$ cat src/rtl/timer_bank_pkg.sv
package timer_bank_pkg;
  typedef enum logic {
    MODE_PERIODIC = 1'b0,
    MODE_ONESHOT  = 1'b1
  } tmr_mode_e;

  typedef enum logic [1:0] {
    REG_CTRL,
    REG_CNT,
    REG_STS,
    REG_MSK
  } reg_kind_e;
endpackage

$ cat src/rtl/tmr_channel.sv
module tmr_channel
  import timer_bank_pkg::*;
#(
  parameter int unsigned CNT_W = 30
) (
  input  logic             clk_i,
  input  logic             rst_ni,
  input  logic             ctrl_we_i,
  input  logic [CNT_W-1:0] tc_i,
  input  logic             en_i,
  input  tmr_mode_e        mode_i,
  output logic [CNT_W-1:0] tc_o,
  output logic             en_o,
  output tmr_mode_e        mode_o,
  output logic [CNT_W-1:0] cnt_o,
  output logic             hit_o
);
  logic [CNT_W-1:0] tc_q, cnt_q;
  logic             en_q;
  tmr_mode_e        mode_q;
  logic             hit;

  // >= rather than == so that a terminal count lowered while running still wraps
  assign hit = en_q && (cnt_q >= tc_q);

  always_ff @(posedge clk_i or negedge rst_ni) begin
    if (!rst_ni) begin
      tc_q   <= '0;
      en_q   <= 1'b0;
      mode_q <= MODE_PERIODIC;
    end else if (ctrl_we_i) begin
      tc_q   <= tc_i;
      en_q   <= en_i;
      mode_q <= mode_i;
    end else if (hit && mode_q == MODE_ONESHOT) begin
      en_q <= 1'b0;
    end
  end

  always_ff @(posedge clk_i or negedge rst_ni) begin
    if (!rst_ni)                 cnt_q <= '0;
    else if (ctrl_we_i && !en_q) cnt_q <= '0;
    else if (hit)                cnt_q <= '0;
    else if (en_q)               cnt_q <= cnt_q + 1'b1;
  end

  assign tc_o   = tc_q;
  assign en_o   = en_q;
  assign mode_o = mode_q;
  assign cnt_o  = cnt_q;
  assign hit_o  = hit;

  AST_WRAP_ZERO: assert property (@(posedge clk_i) disable iff (!rst_ni)
    hit |=> cnt_q == '0);
  AST_STEP: assert property (@(posedge clk_i) disable iff (!rst_ni)
    (en_q && !hit) |=> cnt_q == $past(cnt_q) + 1'b1);
  AST_ONESHOT_STOP: assert property (@(posedge clk_i) disable iff (!rst_ni)
    (hit && mode_q == MODE_ONESHOT && !ctrl_we_i) |=> !en_q);
  AST_HOLD: assert property (@(posedge clk_i) disable iff (!rst_ni)
    (!en_q && !ctrl_we_i) |=> $stable(cnt_q));
endmodule

$ cat src/rtl/tmr_irq_ctrl.sv
module tmr_irq_ctrl #(
  parameter int unsigned NUM_SRC = 5
) (
  input  logic               clk_i,
  input  logic               rst_ni,
  input  logic [NUM_SRC-1:0] set_i,
  input  logic               sts_we_i,
  input  logic               msk_we_i,
  input  logic [NUM_SRC-1:0] wdata_i,
  output logic [NUM_SRC-1:0] sts_o,
  output logic [NUM_SRC-1:0] msk_o,
  output logic               irq_o
);
  logic [NUM_SRC-1:0] sts_q, msk_q, clr;
  logic               irq_q;

  assign clr = sts_we_i ? wdata_i : '0;

  always_ff @(posedge clk_i or negedge rst_ni) begin
    if (!rst_ni) begin
      sts_q <= '0;
      msk_q <= '0;
      irq_q <= 1'b0;
    end else begin
      sts_q <= (sts_q & ~clr) | set_i;  // set wins over clear
      if (msk_we_i) msk_q <= wdata_i;
      irq_q <= |(sts_q & msk_q);
    end
  end

  assign sts_o = sts_q;
  assign msk_o = msk_q;
  assign irq_o = irq_q;

  AST_SET_STICKS: assert property (@(posedge clk_i) disable iff (!rst_ni)
    (set_i != '0) |=> ((sts_q & $past(set_i)) == $past(set_i)));
  AST_W1C: assert property (@(posedge clk_i) disable iff (!rst_ni)
    (clr != '0) |=> ((sts_q & $past(clr & ~set_i)) == '0));
  AST_IRQ_QUIET: assert property (@(posedge clk_i) disable iff (!rst_ni)
    ((sts_q & msk_q) == '0) |=> !irq_o);
  AST_IRQ_RAISE: assert property (@(posedge clk_i) disable iff (!rst_ni)
    ((sts_q & msk_q) != '0) |=> irq_o);
endmodule

$ cat src/rtl/tick_timer_bank.sv
module tick_timer_bank
  import timer_bank_pkg::*;
#(
  parameter int unsigned NUM_TMR = 4,
  parameter int unsigned CNT_W   = 30,
  parameter int unsigned DATA_W  = 32,
  parameter int unsigned ADDR_W  = $clog2(2 * NUM_TMR + 2)
) (
  input  logic              clk_i,
  input  logic              rst_ni,
  input  logic              wr_en_i,
  input  logic [ADDR_W-1:0] addr_i,
  input  logic [DATA_W-1:0] wdata_i,
  output logic [DATA_W-1:0] rdata_o,
  input  logic              wdog_evt_i,
  output logic              irq_o
);
  localparam int unsigned NUM_SRC  = NUM_TMR + 1;
  localparam int unsigned CNT_BASE = NUM_TMR;
  localparam int unsigned STS_ADDR = 2 * NUM_TMR;
  localparam int unsigned MSK_ADDR = 2 * NUM_TMR + 1;
  localparam int unsigned EN_POS   = DATA_W - 1;
  localparam int unsigned MODE_POS = DATA_W - 2;

  logic [CNT_W-1:0]   tc_w  [NUM_TMR];
  logic [CNT_W-1:0]   cnt_w [NUM_TMR];
  logic [NUM_TMR-1:0] en_w, hit_w;
  tmr_mode_e          mode_w [NUM_TMR];
  logic [NUM_SRC-1:0] sts_w, msk_w, set_w;

  for (genvar i = 0; i < NUM_TMR; i++) begin : g_tmr
    tmr_channel #(.CNT_W(CNT_W)) chan_i (
      .clk_i     (clk_i),
      .rst_ni    (rst_ni),
      .ctrl_we_i (wr_en_i && addr_i == ADDR_W'(i)),
      .tc_i      (wdata_i[CNT_W-1:0]),
      .en_i      (wdata_i[EN_POS]),
      .mode_i    (tmr_mode_e'(wdata_i[MODE_POS])),
      .tc_o      (tc_w[i]),
      .en_o      (en_w[i]),
      .mode_o    (mode_w[i]),
      .cnt_o     (cnt_w[i]),
      .hit_o     (hit_w[i])
    );
  end

  assign set_w = {wdog_evt_i, hit_w};

  tmr_irq_ctrl #(.NUM_SRC(NUM_SRC)) irq_ctrl_i (
    .clk_i    (clk_i),
    .rst_ni   (rst_ni),
    .set_i    (set_w),
    .sts_we_i (wr_en_i && addr_i == ADDR_W'(STS_ADDR)),
    .msk_we_i (wr_en_i && addr_i == ADDR_W'(MSK_ADDR)),
    .wdata_i  (wdata_i[NUM_SRC-1:0]),
    .sts_o    (sts_w),
    .msk_o    (msk_w),
    .irq_o    (irq_o)
  );

  always_comb begin
    rdata_o = '0;
    for (int i = 0; i < NUM_TMR; i++) begin
      if (addr_i == ADDR_W'(i)) begin
        rdata_o[CNT_W-1:0] = tc_w[i];
        rdata_o[EN_POS]    = en_w[i];
        rdata_o[MODE_POS]  = mode_w[i];
      end
      if (addr_i == ADDR_W'(CNT_BASE + i)) rdata_o[CNT_W-1:0] = cnt_w[i];
    end
    if (addr_i == ADDR_W'(STS_ADDR)) rdata_o[NUM_SRC-1:0] = sts_w;
    if (addr_i == ADDR_W'(MSK_ADDR)) rdata_o[NUM_SRC-1:0] = msk_w;
  end

  AST_HIT_ONEHOT_STATUS: assert property (@(posedge clk_i) disable iff (!rst_ni)
    hit_w[0] |=> sts_w[0]);
endmodule

$ cat config.mk
export PLATFORM = sky130hd
export DESIGN_NAME = tick_timer_bank
export DESIGN_NICKNAME = d
export VERILOG_FILES = /design/src/rtl/timer_bank_pkg.sv /design/src/rtl/tmr_channel.sv /design/src/rtl/tmr_irq_ctrl.sv /design/src/rtl/tick_timer_bank.sv
export SDC_FILE = /design/constraint.sdc
export NUM_CORES = 1
export LEC_CHECK = 0
export BUFFER_PORTS_ARGS = -buffer_cell sky130_fd_sc_hd__buf_4
export CORE_MARGIN = 5
export CORE_UTILIZATION = 60
export DETAILED_ROUTE_END_ITERATION = 12
export PLACE_DENSITY = 0.78
export SYNTH_ARGS = -nofsm -noshare
export SYNTH_HDL_FRONTEND = slang
export SYNTH_HIERARCHICAL = 1
export SYNTH_SLANG_ARGS = --single-unit
$ cat constraint.sdc
create_clock -name clk_i -period 4.9 [get_ports clk_i]
set_clock_uncertainty 0.1 [all_clocks]
set_input_delay 0.245 -clock clk_i [delete_from_list [all_inputs] [get_ports clk_i]]
set_output_delay 0.245 -clock clk_i [all_outputs]
set_load 0.005 [all_outputs]
# --- Word-level counts from Yosys, hierarchy flattened ---
# Index checks and enable logic that the tools add are counted.
classes:
  div_mod_pow: 0
  magnitude_cmp: 4
  eq_ne: 9
  n_reduce_logical: 32
  n_bitwise: 4
  n_mul: 0
  add_sub_neg: 4
  shifts: 0
  muxes: 31
op_table:
  columns: ["op", "count"]
  rows:
  - ["30-bit 2-to-1 mux", 16]
  - ["32-bit 2-to-1 mux", 4]
  - ["30-bit by 1-bit adder with 30-bit output, second input constant", 4]
  - ["30-bit greater-or-equal comparator", 4]
  - ["1-bit logical AND", 18]
  - ["4-bit by 3-bit == test with 1-bit output, second input constant", 4]
  - ["5-bit 2-to-1 mux", 3]
  - ["3-bit nonzero test", 4]
  - ["5-bit AND", 2]
  - ["4-bit by 2-bit == test with 1-bit output, second input constant", 2]
  - ["4-bit == test, second input constant", 2]
  - ["1-bit 2-to-1 mux", 8]
  - ["2-bit nonzero test", 4]
  - ["5-bit inverter", 1]
  - ["5-bit bitwise OR", 1]
  - ["5-bit OR reduction", 1]
  - ["4-bit by 1-bit == test with 1-bit output, second input constant", 1]
  - ["1-bit zero test", 4]
  - ["4-bit zero test", 1]
word_totals:
  out_inout_bits: 33
  romBits: 0
  register_bits: 259
  wordCells: 103
  ramBits: 0
  latchBits: 0
  mem_count: 0
  inputBits: 40

# --- Longest topological paths before layout ---
# Gate-level depths: netlist of run 1.
logic_depth:
  depth_word: 11
  ltp_mapped: 11
  mapped_depth_nobuf: 9

# --- Modules after synthesis ---
# Netlist of run 1, hierarchy kept.
modules_own_cells:
  columns: ["mod", "area_per_inst_um2", "n_inst", "seq_area_each_um2", "cells_per_inst"]
  rows:
  - ["tmr_channel at g_tmr[1].chan_i ...", 3545.9, 3, 1551.5, 407]
  - ["tmr_channel at g_tmr[0].chan_i", 3721.1, 1, 1551.5, 414]
  - ["tick_timer_bank", 2292.2, 1, 0.0, 274]
  - ["tmr_irq_ctrl", 409.1, 1, 275.3, 29]

# --- Worst setup path before layout of run 1 ---
# OpenSTA, ideal clock, no wires.
synth_path:
  path_kind: "register to register"
  from: "reg g_tmr[2].chan_i.cnt_q[7]"
  to: "reg g_tmr[2].chan_i.cnt_q[28]"
  synth_period_minus_slack_ns: 2.336
  setup_time_ns: 0.069
  path_buffers: 1
  stages_incl_launch_ff: 10
  t_arrival_ns: 2.167
  setup_slack_ns: 2.564
  required_time_ns: 4.731
  cell_sequence: "dfrtp_1 > ha_1 > a21oi_1 > o21ai_0 > a222oi_1 > o211a_1 > o21ai_2 > buf_6 > or4_1 > nand3_1"
synth_via:
  elab_chain_cells: 4
  word_cells_on_any_way: 7
  classes_between: "1 x add/sub; 1 x order compare; 3 x mux; 2 x reduce/logical"
synth_lines:
  columns: ["element", "line", "rtl"]
  rows:
  - ["start, declared", "tmr_channel.sv:18", "logic [CNT_W-1:0] tc_q, cnt_q;"]
  - ["start signal, assigned", "tmr_channel.sv:44", "else if (en_q) cnt_q <= cnt_q + 1'b1;"]
  - ["30-bit by 1-bit adder with 30-bit output or 30-bit greater-or-equal comparator (tied branches)", "tmr_channel.sv:44, tmr_channel.sv:24", null]
  - ["30-bit 2-to-1 mux or 1-bit logical AND (tied branches)", "tmr_channel.sv:44, tmr_channel.sv:24", null]
  - ["30-bit 2-to-1 mux", "tmr_channel.sv:43", "else if (hit) cnt_q <= '0;"]
  - ["30-bit 2-to-1 mux", "tmr_channel.sv:42", "else if (ctrl_we_i && !en_q) cnt_q <= '0;"]
# Parallel ways exist; a longest one is shown, timed or not. The select of a mux whose other input is x is not followed.
# A chain may end at the register's enable or synchronous reset.

# --- Worst setup path after layout of run 1 ---
layout_path:
  from: "reg g_tmr[0].chan_i.cnt_q[3]"
  to: "reg g_tmr[0].chan_i.cnt_q[18]"
layout_via:
  elab_chain_cells: 4
  word_cells_on_any_way: 7
  classes_between: "1 x add/sub; 1 x order compare; 3 x mux; 2 x reduce/logical"
layout_lines:
  columns: ["element", "line"]
  rows:
  - ["start, declared", "tmr_channel.sv:18"]
  - ["start signal, assigned", "tmr_channel.sv:44"]
  - ["30-bit by 1-bit adder with 30-bit output or 30-bit greater-or-equal comparator (tied branches)", "tmr_channel.sv:44, tmr_channel.sv:24"]
  - ["30-bit 2-to-1 mux or 1-bit logical AND (tied branches)", "tmr_channel.sv:44, tmr_channel.sv:24"]
  - ["30-bit 2-to-1 mux", "tmr_channel.sv:43"]
  - ["30-bit 2-to-1 mux", "tmr_channel.sv:42"]
# Parallel ways exist; a longest one is shown, timed or not. The select of a mux whose other input is x is not followed.

==> results of run 1 <==
routing by layer:
layer	routed length, um	vias up	track usage, %
met2	24800	888	53.7
met4	3370	2	16.6
met1	21800	7670	46.0
met3	5700	182	7.14
li1	-	7072	-
met5	13	-	0
layout by cell type, fill, tap and decap left out, types with 7 or more instances in the layout:
master,netlist,layout
dfrtp_1,259,259
nand2_1,249,249
o21ai_0,216,216
inv_1,193,193
ha_1,124,124
a21oi_1,104,104
buf_4,3,88
nand3_1,75,75
nor2_1,52,47
or3_1,45,45
a21o_1,42,42
nand4_1,36,36
dlygate4sd3_1,0,35
clkbuf_16,0,31
nand2b_1,25,25
nor3_1,25,25
and3_1,21,21
mux2i_1,21,21
mux4_2,20,20
a221o_1,20,20
a31oi_1,19,19
o21ai_1,17,17
a2bb2oi_1,17,17
mux2_2,17,17
o21a_1,16,16
o22ai_1,16,16
o211a_1,15,15
a22o_1,15,15
and2_1,16,14
or4_1,9,9
mux2_1,8,8
clkbuf_1,53,8
and4_1,8,8
nor4_1,8,8
nor2_2,4,7
a22oi_1,7,7
o221ai_1,7,7
o2bb2ai_1,7,7
clkbuf_8,0,7
power by group through the flow:
stage                     combinational (mW)  sequential (mW)  clock, mW
after global routing                    2.61             2.98       2.44
after floorplan                         1.63             2.80          0
final                                   2.40             2.95       2.33
after global placement                  2.20             2.94          0
after detailed placement                2.28             2.96          0
after CTS                               2.32             2.92       2.35
registers in the layout (all words and copies together), names as in the netlist:
name / flops
g_tmr.chan_i/cnt_o: 120
g_tmr.chan_i/tc_o: 120
irq_ctrl_i/msk_o: 5
irq_ctrl_i/sts_o: 5
g_tmr.chan_i/en_o: 4
g_tmr.chan_i/mode_o: 4
irq_ctrl_i/irq_o: 1
logic make-up (layout without fill, tap and decap cells):
logic type	count (synthesis)	after routing	synth area share, %
and+or+nand+nor	610	610	18.1
AOI/OAI and AO/OA	575	575	21.7
other	0	1	0
xor gates and xnor gates	9	9	0.462
muxes	66	66	5.52
DFF	259	259	38.0
adders and majority gates	124	124	9.09
buffers and inverters	295	373	7.16
area by class of cell:
cell class                      instances  area, um2  share of cell area (%)
Multi-Input combinational cell       1384       9380                    49.0
Antenna cell                            1       2.50                  0.0131
Clock inverter                          8        118                   0.615
Sequential cell                       259       6480                    33.9
Clock buffer                           46        902                    4.71
Timing Repair Buffer                  125       1050                    5.47
Tap cell                              378        473                    2.47
Inverter                              194        728                    3.81
path summary, 6_finish.rpt:
path | to | from | cells past startpoint
worst max-delay path | g_tmr[0].chan_i/cnt_o[18] | g_tmr[0].chan_i/cnt_o[3] | 7
worst max register to register | g_tmr[0].chan_i/cnt_o[18] | g_tmr[0].chan_i/cnt_o[3] | 7
max in group asynchronous | g_tmr[0].chan_i/tc_o[29] | rst_ni | 3
min in group asynchronous | g_tmr[2].chan_i/cnt_o[8] | rst_ni | 2
worst min register to register | irq_ctrl_i/sts_o[2] | irq_ctrl_i/sts_o[2] | 1
worst min-delay path | g_tmr[1].chan_i/en_o | wr_en_i | 5
worst max-delay path, delay by kind of cell (launching register included):
kind            cells  cell delay, ps
fa+ha+maj           1             330
flops               1             420
compound gates      5            1980
simple gates        1             420
synth_stat cells (19+ instances only):
cell,number,area [um2]
a21o_1,42,315
a21oi_1,104,521
a221o_1,20,200
a31oi_1,19,119
and3_1,21,131
buf_2,34,170
clkbuf_1,53,199
dfrtp_1,259,6480
ha_1,124,1550
inv_1,193,724
mux2i_1,21,210
mux4_2,20,450
nand2_1,249,935
nand2b_1,25,156
nand3_1,75,375
nand4_1,36,225
nor2_1,52,195
nor3_1,25,125
o21ai_0,216,1080
or3_1,45,282
stage by stage:
step / setup slack, ps / cells / hold WS, ps / cell area, um2
after global routing: 1250 / 2394 / 226 / 19100
after global placement: 1630 / 2305 / 274 / 17800
after CTS: 1610 / 2394 / 165 / 19100
final: 1530 / 2395 / 185 / 19100
after detailed placement: 1620 / 2305 / 273 / 17800
after floorplan: 2560 / 1938 / -151 / 17100
==> metrics.txt, run 1 <==
cts repair resizes 0; WL final 55.7 mm; Routed WL per cell 23.2 um; sequential cell area fraction in the yosys report 38.0%; Mapped Area 17,100 um2; final core utilization 68.5%; clk sink count 259; Fillers 2,220; setup TNS 0 ps; Cells after Synth 1,938; sw power 2.85 mW; vias in the first global route 14,900; clk slew on worst S/H paths 60 ps; RSZ-0062 raised after global routing no; Critical Path End Type flip-flop; io pins 73; internal power 4.83 mW; Worst Hold Class input port to flip-flop; routed vias/inst 6.60; register share of total power 38.4%; GRT overflow 0; Syn Nets 2,102; Core Region 27,900 um2; Avg Cell Area, Syn 8.80 um2; CP peak stage delay 910 ps; Final Net Count 2,158; pwr/cell area 401 nW/um2; final hold viol count 0; first-pass GRT wire length 85.0 mm; register-to-register setup slack 1530 ps; Cell variety after synth 84; fin crit period 3370 ps; final setup fails 0; die width 179 um; Clock Latency Late Sink 570 ps; synth warn 6; Max-Cap Viols 0; largest net degree at the start of global routing 108; asr flop ratio synth 100%; TritonCTS Buffers 30; Detailed Routing Iterations Pass 1 6; crit share post-route 68.8%; Crit path arrival time 3730 ps; total power 7.68 mW; number of synthesized flops with an enable pin 0; DIE HEIGHT 179 um; CTS tree built; fraction of layout cells with a size suffix above 1 11.0%; crit start category flip-flop; Least-Margin Pin Slew 1370 ps; Slew Limit Fails 0; Lkg Pwr 8.74 nW; Data required, critical path 5260 ps; Max VDD drop 0.000332 V; total number of vias 15,800; Combinational Power Share 31.2%; Setup Crit Path Kind flip-flop to flip-flop; outcome finished clean; Worst Path Max Fanout 33; # hold bufs at CTS 35; Switching Share 37.1%; Synth Register Bits 259; Slowest cell on crit path a2111o_1; crit path cell chain ha_1 -> a21oi_1 -> a21oi_1 -> o311ai_2 -> a2111o_1 -> nand2_1 -> o41ai_1; clock network fraction of total power 30.4%; DIE AREA 31,900 um2; area delta synth->final 12.2%; RePlAce Congestion 0.939; CTS root buf clkbuf_16; DRT antenna net count 0; Starting Density 61.1%; Post-CTS Setup Repair Bufs 0; most used cell along the critical path a21oi_1; drc violations 0; H-Tree Depth 1; Detailed Place HPWL 39.6 mm; most used flip-flop cell after synthesis dfrtp_1; GRT Util Overall 34.4%; Max Buffers Root-to-Sink 3; Slew headroom 8.83%; row count 61; initial antenna violation count 1; I/O Buffers 72; fmax 297 MHz; DRT iter0 DRCs 1,850
Power figures use the tool's default switching activity.
==> run 2, diff against run 1 <==
--- a/config.mk
+++ b/config.mk
@@ -5,11 +5,12 @@
 export SDC_FILE = /design/constraint.sdc
 export NUM_CORES = 1
 export LEC_CHECK = 0
+export ABC_AREA = 1
 export BUFFER_PORTS_ARGS = -buffer_cell sky130_fd_sc_hd__buf_4
 export CORE_MARGIN = 5
-export CORE_UTILIZATION = 60
+export CORE_UTILIZATION = 57
 export DETAILED_ROUTE_END_ITERATION = 12
-export PLACE_DENSITY = 0.78
+export PLACE_DENSITY = 0.77
 export SYNTH_ARGS = -nofsm -noshare
 export SYNTH_HDL_FRONTEND = slang
 export SYNTH_HIERARCHICAL = 1
==> constraint.sdc (replaced) <==
create_clock -name clk_i -period 3.1 [get_ports clk_i]
set_clock_uncertainty 0.1 [all_clocks]
set_input_delay 0.155 -clock clk_i [delete_from_list [all_inputs] [get_ports clk_i]]
set_output_delay 0.155 -clock clk_i [all_outputs]
set_load 0.005 [all_outputs]
==> metrics.txt, run 2 <==
first-pass GRT wire length 95.9 mm (+13%); most used flip-flop cell after synthesis dfrtp_1; total number of vias 18,000 (+14%); Avg Cell Area, Syn 7.09 um2 (-19%); register-to-register setup slack 230 ps (-1300 ps); io pins 73 (unchanged); Synth Register Bits 259 (unchanged); row count 65 (+6.6%); Critical Path End Type flip-flop; GRT overflow 0 (unchanged); TritonCTS Buffers 31 (+3.3%); GRT Util Overall 33.4% (-1.0 points); fmax 348 MHz (+17%); synth warn 6 (unchanged); end of the critical path g_tmr[1].chan_i/cnt_o[0]; drc violations 0 (unchanged); Lkg Pwr 10.3 nW (+18%); r2r startpoint g_tmr[1].chan_i/cnt_o[4]; CTS root buf clkbuf_16; area delta synth->final 14.1%; clk sink count 259 (unchanged); Slew headroom 33.3% (+25 points); most frequent cell after synthesis nand2_1; Crit path arrival time 3210 ps (-520 ps); fin crit period 2870 ps (-497 ps); pwr/cell area 703 nW/um2 (+75%); main area contributors after synthesis dfrtp_1, nand2_1, ha_1; DRT antenna net count 0 (unchanged); post-synth top area share 35.3% (-2.7 points); commonest non-fill, non-tap cell in the layout nand2_1; routed vias/inst 5.76 (-13%); Fillers 2,738 (+23%); DIE HEIGHT 189 um (+6.0%); ANT cells 0 (-1); Detailed Routing Iterations Pass 1 8 (+2); final setup fails 0 (unchanged); initial antenna violation count 0 (-1); Place WS 198 ps (-1420 ps); Final Net Count 2,868 (+33%); final setup margin 228 ps (-1300 ps); setup TNS 0 ps (unchanged); RSZ-0062 raised after global routing no; H-Tree Depth 1 (unchanged); Post-synth top cells nand2_1, inv_1, dfrtp_1, nor2_1, o21ai_0; fraction of layout cells with a size suffix above 1 12.7% (+1.8 points); Starting Density 58.0% (-3.1 points); asr flop ratio synth 100% (unchanged); Core Region 31,600 um2 (+13%); Worst Hold Class input port to async pin; Setup Crit Path Kind flip-flop to flip-flop; R2R depth 10 (+3); DIE AREA 35,900 um2 (+12%); die width 189 um (+6.0%); Max-Cap Viols 0 (unchanged); area leader, netlist dfrtp_1; Data required, critical path 3440 ps (-1820 ps); I/O Buffers 72 (unchanged); most frequent cells in the layout nand2_1, inv_1, dfrtp_1, nor2_1, o21ai_0; Mapped Area 18,300 um2 (+7.6%); Max Buffers Root-to-Sink 3 (unchanged); Slew Limit Fails 0 (unchanged); crit start category flip-flop; Cells after Synth 2,589 (+34%); number of synthesized flops with an enable pin 0 (unchanged); Detailed Place HPWL 45.7 mm (+15%); sequential cell area fraction in the yosys report 35.3% (-2.7 points); Least-Margin Pin Slew 996 ps (-370 ps); DRT iter0 DRCs 2,176 (+18%); reg2reg end g_tmr[1].chan_i/cnt_o[0]; Worst Path Max Fanout 20 (-39%); WL final 60.5 mm (+8.8%); RePlAce Congestion 0.996 (+6.0%); final hold viol count 0 (unchanged); crit share post-route 92.7% (+24 points); Clock Latency Late Sink 580 ps (about the same); clk slew on worst S/H paths 60 ps (about the same); outcome finished clean; Max VDD drop 0.000575 V (+73%); vias in the first global route 17,200 (+16%); Syn Nets 2,753 (+31%); CTS tree built; Setup crit start g_tmr[1].chan_i/cnt_o[4]; Routed WL per cell 19.3 um (-17%); largest net degree at the start of global routing 80 (-26%); Cell variety after synth 41 (-51%)
[run 2: cell count changes in the layout (fill, tap and decap cells not counted), moves of 33 or more]
cell,change
o21ai_0,-72
a21o_1,-33
nand4_1,+52
nor2_1,+124
or3_1,-45
buf_4,+35
nand2_1,+719
o21ai_2,+57
xor2_1,+49
inv_1,+104
[run 2: layer usage]
layer | global-route usage (%) | share of wire, %
met1 | 47.0 | 42
met2 | 51.2 | 44
met3 | 5.96 | 9.3
met4 | 13.8 | 5.0
met5 | 0 | 0
[run 2: critical path, cell delays in order (launching register included)]
cell	delay [ps]
dfrtp_1	550
ha_1	360
nand2_1	60
nor2_1	480
nand2_1	130
nand3_1	170
nand2_1	140
a21oi_1	220
nor2_2	120
nand2_4	330
o21ai_2	80
[run 2: cells by family after synthesis]
group | Yosys count | synth area share, %
multiplexers | 4 | 0.245
XOR/XNOR | 75 | 3.58
AO/OA/AOI/OAI | 341 | 10.9
buffers and inverters | 382 | 8.24
flip-flops | 259 | 35.3
adder cells (fa/ha/maj) | 124 | 8.46
AND/OR/NAND/NOR | 1404 | 33.2
[run 2: power by group]
part           switching (mW)  internal [mW]
combinational            3.33           1.91
sequential               1.37           4.32
clock                    1.53           2.27
total                    6.23           8.49
[run 2: worst min path at each step]
stage / from / endpoint / slack [ps]
finish: rst_ni / g_tmr[0].chan_i/cnt_o[2] / 60
global route: rst_ni / g_tmr[0].chan_i/cnt_o[2] / 110
CTS: addr_i[2] / irq_ctrl_i/sts_o[1] / 70
detailed placement: rst_ni / g_tmr[0].chan_i/cnt_o[2] / 90
global placement: rst_ni / g_tmr[0].chan_i/cnt_o[3] / 80
floorplan: rst_ni / g_tmr[0].chan_i/cnt_o[0] / -240
[run 2: per-stage QoR]
stage	instance area (um2)	std cells	total power [mW]	utilization (%)	hold WS, ps
2_1_floorplan	18300	2589	8.78	-	-241
3_3_place_gp	19500	3038	10.5	61.7	83.2
3_5_place_dp	19500	3038	10.7	61.7	89.7
4_1_cts	20900	3130	14.6	66.1	68.4
5_1_grt	20900	3130	15.7	66.2	114
6_report	20900	3130	14.7	66.2	55.9
[run 2: layout make-up]
type                            instances  area [um2]  share of cell area [%]
Clock inverter                         13         149                   0.711
Sequential cell                       259        6480                    31.0
Multi-Input combinational cell       1948       10400                    49.7
Inverter                              302        1130                    5.42
Timing Repair Buffer                  162        1350                    6.44
Tap cell                              402         503                    2.40
Clock buffer                           44         905                    4.32
[run 2: timing repair]
item,in CTS,in global routing
endpoints found under the setup margin,0,20
buffers inserted,0,0
endpoints found under the hold margin,209,0
hold buffers,35,0
gates resized for setup,0,1
